**src/rtl/utx_pkg.sv**
```systemverilog
package utx_pkg;

    localparam int unsigned CHAR_W = 8;

    typedef enum logic [2:0] {
        ST_IDLE,
        ST_START,
        ST_DATA,
        ST_PAR,
        ST_STOP
    } tx_state_e;

    typedef enum logic [1:0] {
        STOP_ONE,
        STOP_ONE_HALF,
        STOP_TWO
    } stop_len_e;

    typedef struct packed {
        logic [3:0] nbits;
        logic       par_en;
        logic       par_bit;
        stop_len_e  stop_len;
    } frame_fmt_t;

    function automatic logic [3:0] word_bits(input logic [1:0] code);
        return 4'(5 + int'(code));
    endfunction

    function automatic stop_len_e pick_stop(input logic [1:0] code, input logic long_sel);
        if (!long_sel)
            return STOP_ONE;
        else if (code == 2'b00)
            return STOP_ONE_HALF;
        else
            return STOP_TWO;
    endfunction

    function automatic logic parity_of(input logic [CHAR_W-1:0] d,
                                       input logic [3:0] nbits,
                                       input logic odd);
        logic acc;
        acc = odd;
        for (int i = 0; i < CHAR_W; i++)
            if (i < int'(nbits))
                acc = acc ^ d[i];
        return acc;
    endfunction

endpackage

```
**src/rtl/utx_fmt_latch.sv**
```systemverilog
module utx_fmt_latch
    import utx_pkg::*;
#(
    parameter int unsigned DATA_W = CHAR_W
) (
    input  logic              clk,
    input  logic              rst,
    input  logic              load,
    input  logic [DATA_W-1:0] data_in,
    input  logic [1:0]        wlen,
    input  logic              stop_long,
    input  logic              par_en,
    input  logic              par_odd,
    output frame_fmt_t        fmt,
    output logic [DATA_W-1:0] data_q
);

    always_ff @(posedge clk) begin
        if (rst) begin
            fmt    <= '{nbits: 4'd8, par_en: 1'b0, par_bit: 1'b0, stop_len: STOP_ONE};
            data_q <= '0;
        end else if (load) begin
            fmt.nbits    <= word_bits(wlen);
            fmt.par_en   <= par_en;
            fmt.par_bit  <= parity_of(data_in, word_bits(wlen), par_odd);
            fmt.stop_len <= pick_stop(wlen, stop_long);
            data_q       <= data_in;
        end
    end

endmodule

```
**src/rtl/utx_bit_timer.sv**
```systemverilog
module utx_bit_timer #(
    parameter int unsigned CNT_W = 6
) (
    input  logic             clk,
    input  logic             rst,
    input  logic             run,
    input  logic             tick,
    input  logic [CNT_W-1:0] limit,
    output logic             bit_done
);

    logic [CNT_W-1:0] cnt;

    assign bit_done = run && tick && (cnt == limit - CNT_W'(1));

    always_ff @(posedge clk) begin
        if (rst || !run)
            cnt <= '0;
        else if (bit_done)
            cnt <= '0;
        else if (tick)
            cnt <= cnt + CNT_W'(1);
    end

endmodule

```
**src/rtl/utx_seq.sv**
```systemverilog
module utx_seq
    import utx_pkg::*;
#(
    parameter int unsigned OVS    = 16,
    parameter int unsigned CNT_W  = 6,
    parameter int unsigned DATA_W = CHAR_W
) (
    input  logic              clk,
    input  logic              rst,
    input  logic              load,
    input  logic              bit_done,
    input  frame_fmt_t        fmt,
    input  logic [DATA_W-1:0] data,
    output logic [CNT_W-1:0]  limit,
    output logic              txd,
    output logic              busy
);

    localparam int unsigned IDX_W = $clog2(DATA_W);

    tx_state_e        state;
    logic [IDX_W-1:0] idx;
    logic             last_data;

    assign last_data = (idx == IDX_W'(fmt.nbits - 4'd1));
    assign busy      = (state != ST_IDLE);

    always_comb begin
        limit = CNT_W'(OVS);
        if (state == ST_STOP) begin
            case (fmt.stop_len)
                STOP_ONE_HALF: limit = CNT_W'(OVS + OVS / 2);
                STOP_TWO:      limit = CNT_W'(2 * OVS);
                default:       limit = CNT_W'(OVS);
            endcase
        end
    end

    always_comb begin
        case (state)
            ST_START: txd = 1'b0;
            ST_DATA:  txd = data[idx];
            ST_PAR:   txd = fmt.par_bit;
            default:  txd = 1'b1;
        endcase
    end

    always_ff @(posedge clk) begin
        if (rst) begin
            state <= ST_IDLE;
            idx   <= '0;
        end else begin
            case (state)
                ST_IDLE: if (load) state <= ST_START;
                ST_START: if (bit_done) begin
                    state <= ST_DATA;
                    idx   <= '0;
                end
                ST_DATA: if (bit_done) begin
                    if (last_data)
                        state <= fmt.par_en ? ST_PAR : ST_STOP;
                    else
                        idx <= idx + IDX_W'(1);
                end
                ST_PAR:  if (bit_done) state <= ST_STOP;
                ST_STOP: if (bit_done) state <= ST_IDLE;
                default: state <= ST_IDLE;
            endcase
        end
    end

endmodule

```
**src/rtl/uart_tx_framer.sv**
```systemverilog
module uart_tx_framer
    import utx_pkg::*;
#(
    parameter int unsigned OVS = 16
) (
    input  logic              clk,
    input  logic              rst,
    input  logic              in_valid,
    output logic              in_ready,
    input  logic [CHAR_W-1:0] in_data,
    input  logic [1:0]        cfg_wlen,
    input  logic              cfg_stop_long,
    input  logic              cfg_par_en,
    input  logic              cfg_par_odd,
    input  logic              tick16,
    output logic              txd,
    output logic              busy
);

    localparam int unsigned CNT_W = $clog2(2 * OVS + 1);

    frame_fmt_t        fmt;
    logic [CHAR_W-1:0] data_q;
    logic [CNT_W-1:0]  limit;
    logic              load;
    logic              bit_done;

    assign in_ready = !busy;
    assign load     = in_valid && in_ready;

    utx_fmt_latch #(.DATA_W(CHAR_W)) u_fmt (
        .clk(clk), .rst(rst), .load(load), .data_in(in_data),
        .wlen(cfg_wlen), .stop_long(cfg_stop_long),
        .par_en(cfg_par_en), .par_odd(cfg_par_odd),
        .fmt(fmt), .data_q(data_q)
    );

    utx_bit_timer #(.CNT_W(CNT_W)) u_timer (
        .clk(clk), .rst(rst), .run(busy), .tick(tick16),
        .limit(limit), .bit_done(bit_done)
    );

    utx_seq #(.OVS(OVS), .CNT_W(CNT_W), .DATA_W(CHAR_W)) u_seq (
        .clk(clk), .rst(rst), .load(load), .bit_done(bit_done),
        .fmt(fmt), .data(data_q), .limit(limit), .txd(txd), .busy(busy)
    );

endmodule

```
**config.mk**
```make
export PLATFORM = sky130hd
export DESIGN_NAME = uart_tx_framer
export DESIGN_NICKNAME = d
export VERILOG_FILES = /design/src/rtl/utx_pkg.sv /design/src/rtl/utx_fmt_latch.sv /design/src/rtl/utx_bit_timer.sv /design/src/rtl/utx_seq.sv /design/src/rtl/uart_tx_framer.sv
export SDC_FILE = /design/constraint.sdc
export NUM_CORES = 1
export LEC_CHECK = 0
export ABC_CLOCK_PERIOD_IN_PS = 6400
export BUFFER_PORTS_ARGS = -buffer_cell sky130_fd_sc_hd__buf_2
export CAP_MARGIN = 0
export CORE_MARGIN = 1.5
export CORE_UTILIZATION = 40
export CTS_CLUSTER_DIAMETER = 60
export CTS_CLUSTER_SIZE = 24
export DETAILED_ROUTE_END_ITERATION = 8
export PLACE_DENSITY_LB_ADDON = 0.2
export SETUP_SLACK_MARGIN = 0.02
export SYNTH_ARGS = -nofsm -noshare
export SYNTH_HDL_FRONTEND = slang
export SYNTH_SLANG_ARGS = --single-unit
```
**constraint.sdc**
```tcl
create_clock -name clk -period 6.4 [get_ports clk]
set_input_delay 1.6 -clock clk [delete_from_list [all_inputs] [get_ports clk]]
set_output_delay 1.6 -clock clk [all_outputs]
set_load 0.005 [all_outputs]
```
## Yosys cells after proc, flatten, opt, wreduce, memory -nomap -nowiden

Cells that the tools add are included.

- Register bits: 27
- Input bits: 17
- Output and inout bits: 3

- $add $sub $neg: 5
- Magnitude comparators: 9
- Equality and inequality tests: 15
- Mux-type cells: 40
- Bitwise operators: 8
- Reductions and logical operators: 12

Operator list:

| kind | count |
|---|---|
| 2-to-1 mux 3 bit | 9 |
| 2-to-1 mux 1 bit | 23 |
| less-than comparator 3 x 4 -> 1 bit (first input constant) | 4 |
| case mux 3 bit (5 select lines) | 1 |
| != test 2 bit (second input constant) | 6 |
| case mux 6 bit (2 select lines) | 1 |
| less-than comparator 1 x 4 -> 1 bit (first input constant) | 2 |
| less-than comparator 2 x 4 -> 1 bit (first input constant) | 2 |
| bitwise XOR 1 bit | 8 |
| adder 6 x 1 -> 6 bit (second input constant) | 1 |
| equality test 3 x 2 -> 1 bit (second input constant) | 2 |
| equality test 6 bit | 1 |
| 2-to-1 mux 6 bit | 1 |
| case mux 3 bit (2 select lines) | 1 |
| AND reduction 6 bit | 1 |
| subtractor 6 x 1 -> 6 bit (second input constant) | 1 |
| adder 3 x 2 -> 4 bit (first input constant) | 1 |
| less-than comparator 3 x 4 -> 1 bit (second input constant) | 1 |
| 2-to-1 mux 2 bit | 2 |
| AND reduction 4 bit | 1 |
| adder 3 x 1 -> 3 bit (second input constant) | 1 |
| binary-select mux 1 bit (select 3 bit) | 1 |
| equality test 3 x 1 -> 1 bit (second input constant) | 1 |
| equality test 3 bit | 1 |
| 14 further kinds | 16 |

## Depth between registers and ports, before layout

- Word-level depth: 31
- Mapped depth: 9

## Modules after synthesis

Synthesis repeated with hierarchy kept, for this count alone.

- Cell total of the unflattened synthesis: 186
- Area total of the unflattened synthesis: 1727.9 um^2

By module, submodules not included:

| module | instances | cells each | area an instance (um^2) | sequential area each (um^2) |
|---|---|---|---|---|
| utx_fmt_latch | 1 | 68 | 689.4 | 320.3 |
| utx_seq | 1 | 67 | 583.1 | 120.1 |
| utx_bit_timer | 1 | 49 | 445.4 | 120.1 |
| uart_tx_framer | 1 | 2 | 10.0 | 0.0 |

## Worst setup path after synthesis

No wires, ideal clock.

- Path type: register to output
- Start: register u_seq.idx[0]
- End: output port txd
- Data arrival time: 1452 ps
- Setup slack: 3348 ps
- Cell stages (with the launch flop): 5
- Buffers on the path: 0
- Cells stage by stage: dfxtp_1 mux4_2 mux2i_1 a21oi_1 a311o_1

- Cells in the longest elaborated chain, start to end: 3

Ends and longest elaborated chain:

| element | RTL line | source |
|---|---|---|
| start: declaration | utx_seq.sv:22 | `logic [IDX_W-1:0] idx;` |
| start signal: assignment | utx_seq.sv:63 | `idx <= idx + IDX_W'(1);` |
| binary-select mux 1 bit (select 3 bit) | utx_seq.sv:42 | `ST_DATA: txd = data[idx];` |
| 2-to-1 mux 1 bit (not written as such) | utx_seq.sv:42 |  |
| case mux 1 bit (3 select lines) | utx_seq.sv:40 | `case (state)` |
| end: declaration | uart_tx_framer.sv:16 | `output logic txd,` |

No other way between the ends. The select of a mux whose other input is x is not followed.

## Worst setup path in the final report

Ends and elaborated chain as after synthesis.

==> impl_metrics.ini <==
[clocking]
clkTransAtPathRegs_ns = 0.09
cts_setup_buffers = 0
clock_sinks = 27
htree_levels = 1
clockRootBuffer = clkbuf_8
cts_buffer_depth = 2
cts_resized = 0
cts_hold_buf = 0
clock_latency_ns = 0.27
cts-buffers-inserted = 3
cts_tree = yes

[logic_synthesis]
synth.ff_latch_count = 27
syn-mean-instance-area_um2 = 8.49
syn_area_um2 = 1540
synth-edff-count = 0
synth-main-ff-cell = dfxtp_1
yosys_warnings = 0
async_flop_share = 0
syn_nets = 205
ys_types = 38
netlist_instances = 181
ys_seq_area_frac = 0.352

[die]
start_util = 0.420
die_h_um = 65.0
rows = 22
coreArea_um2 = 3660
die_x_um = 65.0
io_pins = 20
dieArea_um2 = 4220

[timing]
min_period_over_period = 0.559
skew_ns = 0.00103
rsz0062_at_grt = no
tns_ns = 0
clock.fmax_mhz = 279
worst-slew-pin-transition_ns = 0.699
drv_slew = 0
layout_setup_ws_ns = 2.82
fin_crit_ns = 3.58
hold_viol = 0
finalSetupViolations = 0
slew_headroom = 0.534

[worst_setup_path]
slowest_stage = mux4_2
rrSetupSlack_ns = 3.72
path_cells = mux4_2, mux2i_1, a21oi_1, a311o_1, buf_2
crit_start = u_seq.idx[0]
cp_data_arrival_time_ns = 1.98
path_max_fanout = 6
required_ns = 4.80
rr_worst_depth = 8
crit_path_max_incr_delay_ns = 0.54
crit_family = multiplexers
cp-end-kind = output pin
r2r_start = u_seq.state[2]
critPathKind = reg -> out
crit_buf_inv = 1
start_kind = flop
reg2reg_to = u_seq.state[0]

[route]
first_pass_iters = 4
wl_per_cell_um = 12.9
drtAntennaViolNets = 0
totalWireLength_mm = 3.15
post_drt_via_cell_ratio = 5.28
drt_iter0_markers = 28
route.vias.total = 1282
drc_errors = 0

[cells_and_area]
synthToLayoutAreaGrowth_pct = 10.3
fin_util = 0.463
num_antenna_cells = 0
final_area_um2 = 1690
layout.nets = 220
final_layout_size_suffix_gt1_frac = 0.169
fillers = 382

[place]
pre_cts_ws_ns = 3.11
hpwl_mm = 2.36
gp_congestion = 0.705
port_buffers = 19
postPlaceCellArea_um2 = 1650

[global_route]
grt-ovfl-total = 0
grt_pass1_wl_mm = 5.44
grt_pass1_vias = 1248
grt_use_total = 0.166
grt_max_degree = 24
antenna_found_initial = 0

[min_path]
worstHoldPathType = reg -> reg
hold_start = u_fmt.data_q[7]
hold_depth = 2
min_to = u_fmt.data_q[7]

[run]
drv_cap = 0

[power]
powerDensity_nw_per_um2 = 213
total_power_w = 0.000361
leakage_nw = 0.660
peakVddDrop_mv = 0.0751

[status]
outcome = completed
## per-stage QoR
step           hold slack (ns)  std cells
2_1_floorplan            0.432        181
6_report                 0.460        243
3_5_place_dp             0.450        239
4_1_cts                  0.462        243
5_1_grt                  0.487        243
3_3_place_gp             0.447        239
## Yosys cell counts, types with 2 or more instances
master	number	area share
xnor2_1	9	0.051
xor2_1	7	0.040
inv_1	10	0.024
mux2i_1	3	0.020
dfxtp_1	27	0.35
nor3b_1	2	0.0098
ha_1	7	0.057
clkbuf_1	4	0.0098
mux4_2	2	0.029
o31a_1	2	0.011
a21oi_1	19	0.062
xnor3_1	2	0.029
nand2_1	31	0.076
nand2b_1	2	0.0081
o21ai_0	3	0.0098
nor2_1	17	0.042
a211oi_1	2	0.0098
nand4_1	2	0.0081
buf_2	4	0.013
nor3_1	4	0.013
or3_1	3	0.012
nand3_1	3	0.0098
## flip-flops by register name, summed over array words and instances, names as in the netlist
name          cells
u_fmt.data_q      8
u_seq.state       3
u_seq.idx         3
u_timer.cnt       6
u_fmt.fmt         7
## cells by family (layout without fill, tap and decap cells)
group	after synthesis	in the layout	share of synthesized area
compound gates	32	32	0.134
xor+xnor	18	18	0.121
fa+ha+maj	7	7	0.0570
buf+inv	19	33	0.0521
flops	27	27	0.352
mux	5	5	0.0489
simple gates	73	73	0.236
## placed cells by master (no fill, tap or decap), drive strengths merged, types with 3 or more instances in the layout
| cell | n |
|---|---|
| a21oi | 19 |
| buf | 19 |
| clkbuf | 4 |
| dfxtp | 27 |
| ha | 7 |
| inv | 10 |
| mux2i | 3 |
| nand2 | 32 |
| nand3 | 4 |
| nor2 | 18 |
| nor3 | 5 |
| o21ai | 4 |
| or3 | 3 |
| xnor2 | 9 |
| xor2 | 7 |
## worst register-to-register path, cell delays in order (launching register included)
cell and delay, ns:
dfxtp_1 0.54, or3b_4 0.47, nor3b_1 0.24, ha_1 0.28, xor2_1 0.17, nor4b_1 0.34
o32a_1 0.28, mux2i_1 0.21, nor2_1 0.05
## final cells by class
cell class                      instances  area [µm²]  share of cell area
Multi-Input combinational cell        135         916               0.541
Sequential cell                        27         541               0.319
Timing Repair Buffer                   19        95.1              0.0561
Tap cell                               48        60.1              0.0355
Clock buffer                            4        45.0              0.0266
Inverter                               10        37.5              0.0222
## worst max-delay path by stage
stage,to,cells after the start
detailed placement,txd,5
CTS,txd,5
finish,txd,5
floorplan,txd,4
global placement,txd,5
global route,txd,5
## metal layers
layer	vias to the layer above	global-route usage	wire length [µm]
met5	-	0	0
met4	0	0.0718	72
met3	7	0.0330	126
met2	25	0.305	1590
met1	610	0.183	1350
li1	640	-	-
## report_power, final
group	internal, W	switching, W	leakage, nW	total (W)
logic	0.0000365	0.0000403	0.417	0.0000768
registers	0.000178	0.00000962	0.220	0.000188
clock network	0.0000446	0.0000520	0.0228	0.0000966
total	0.000259	0.000102	0.660	0.000361
Power figures use the tool's default switching activity.
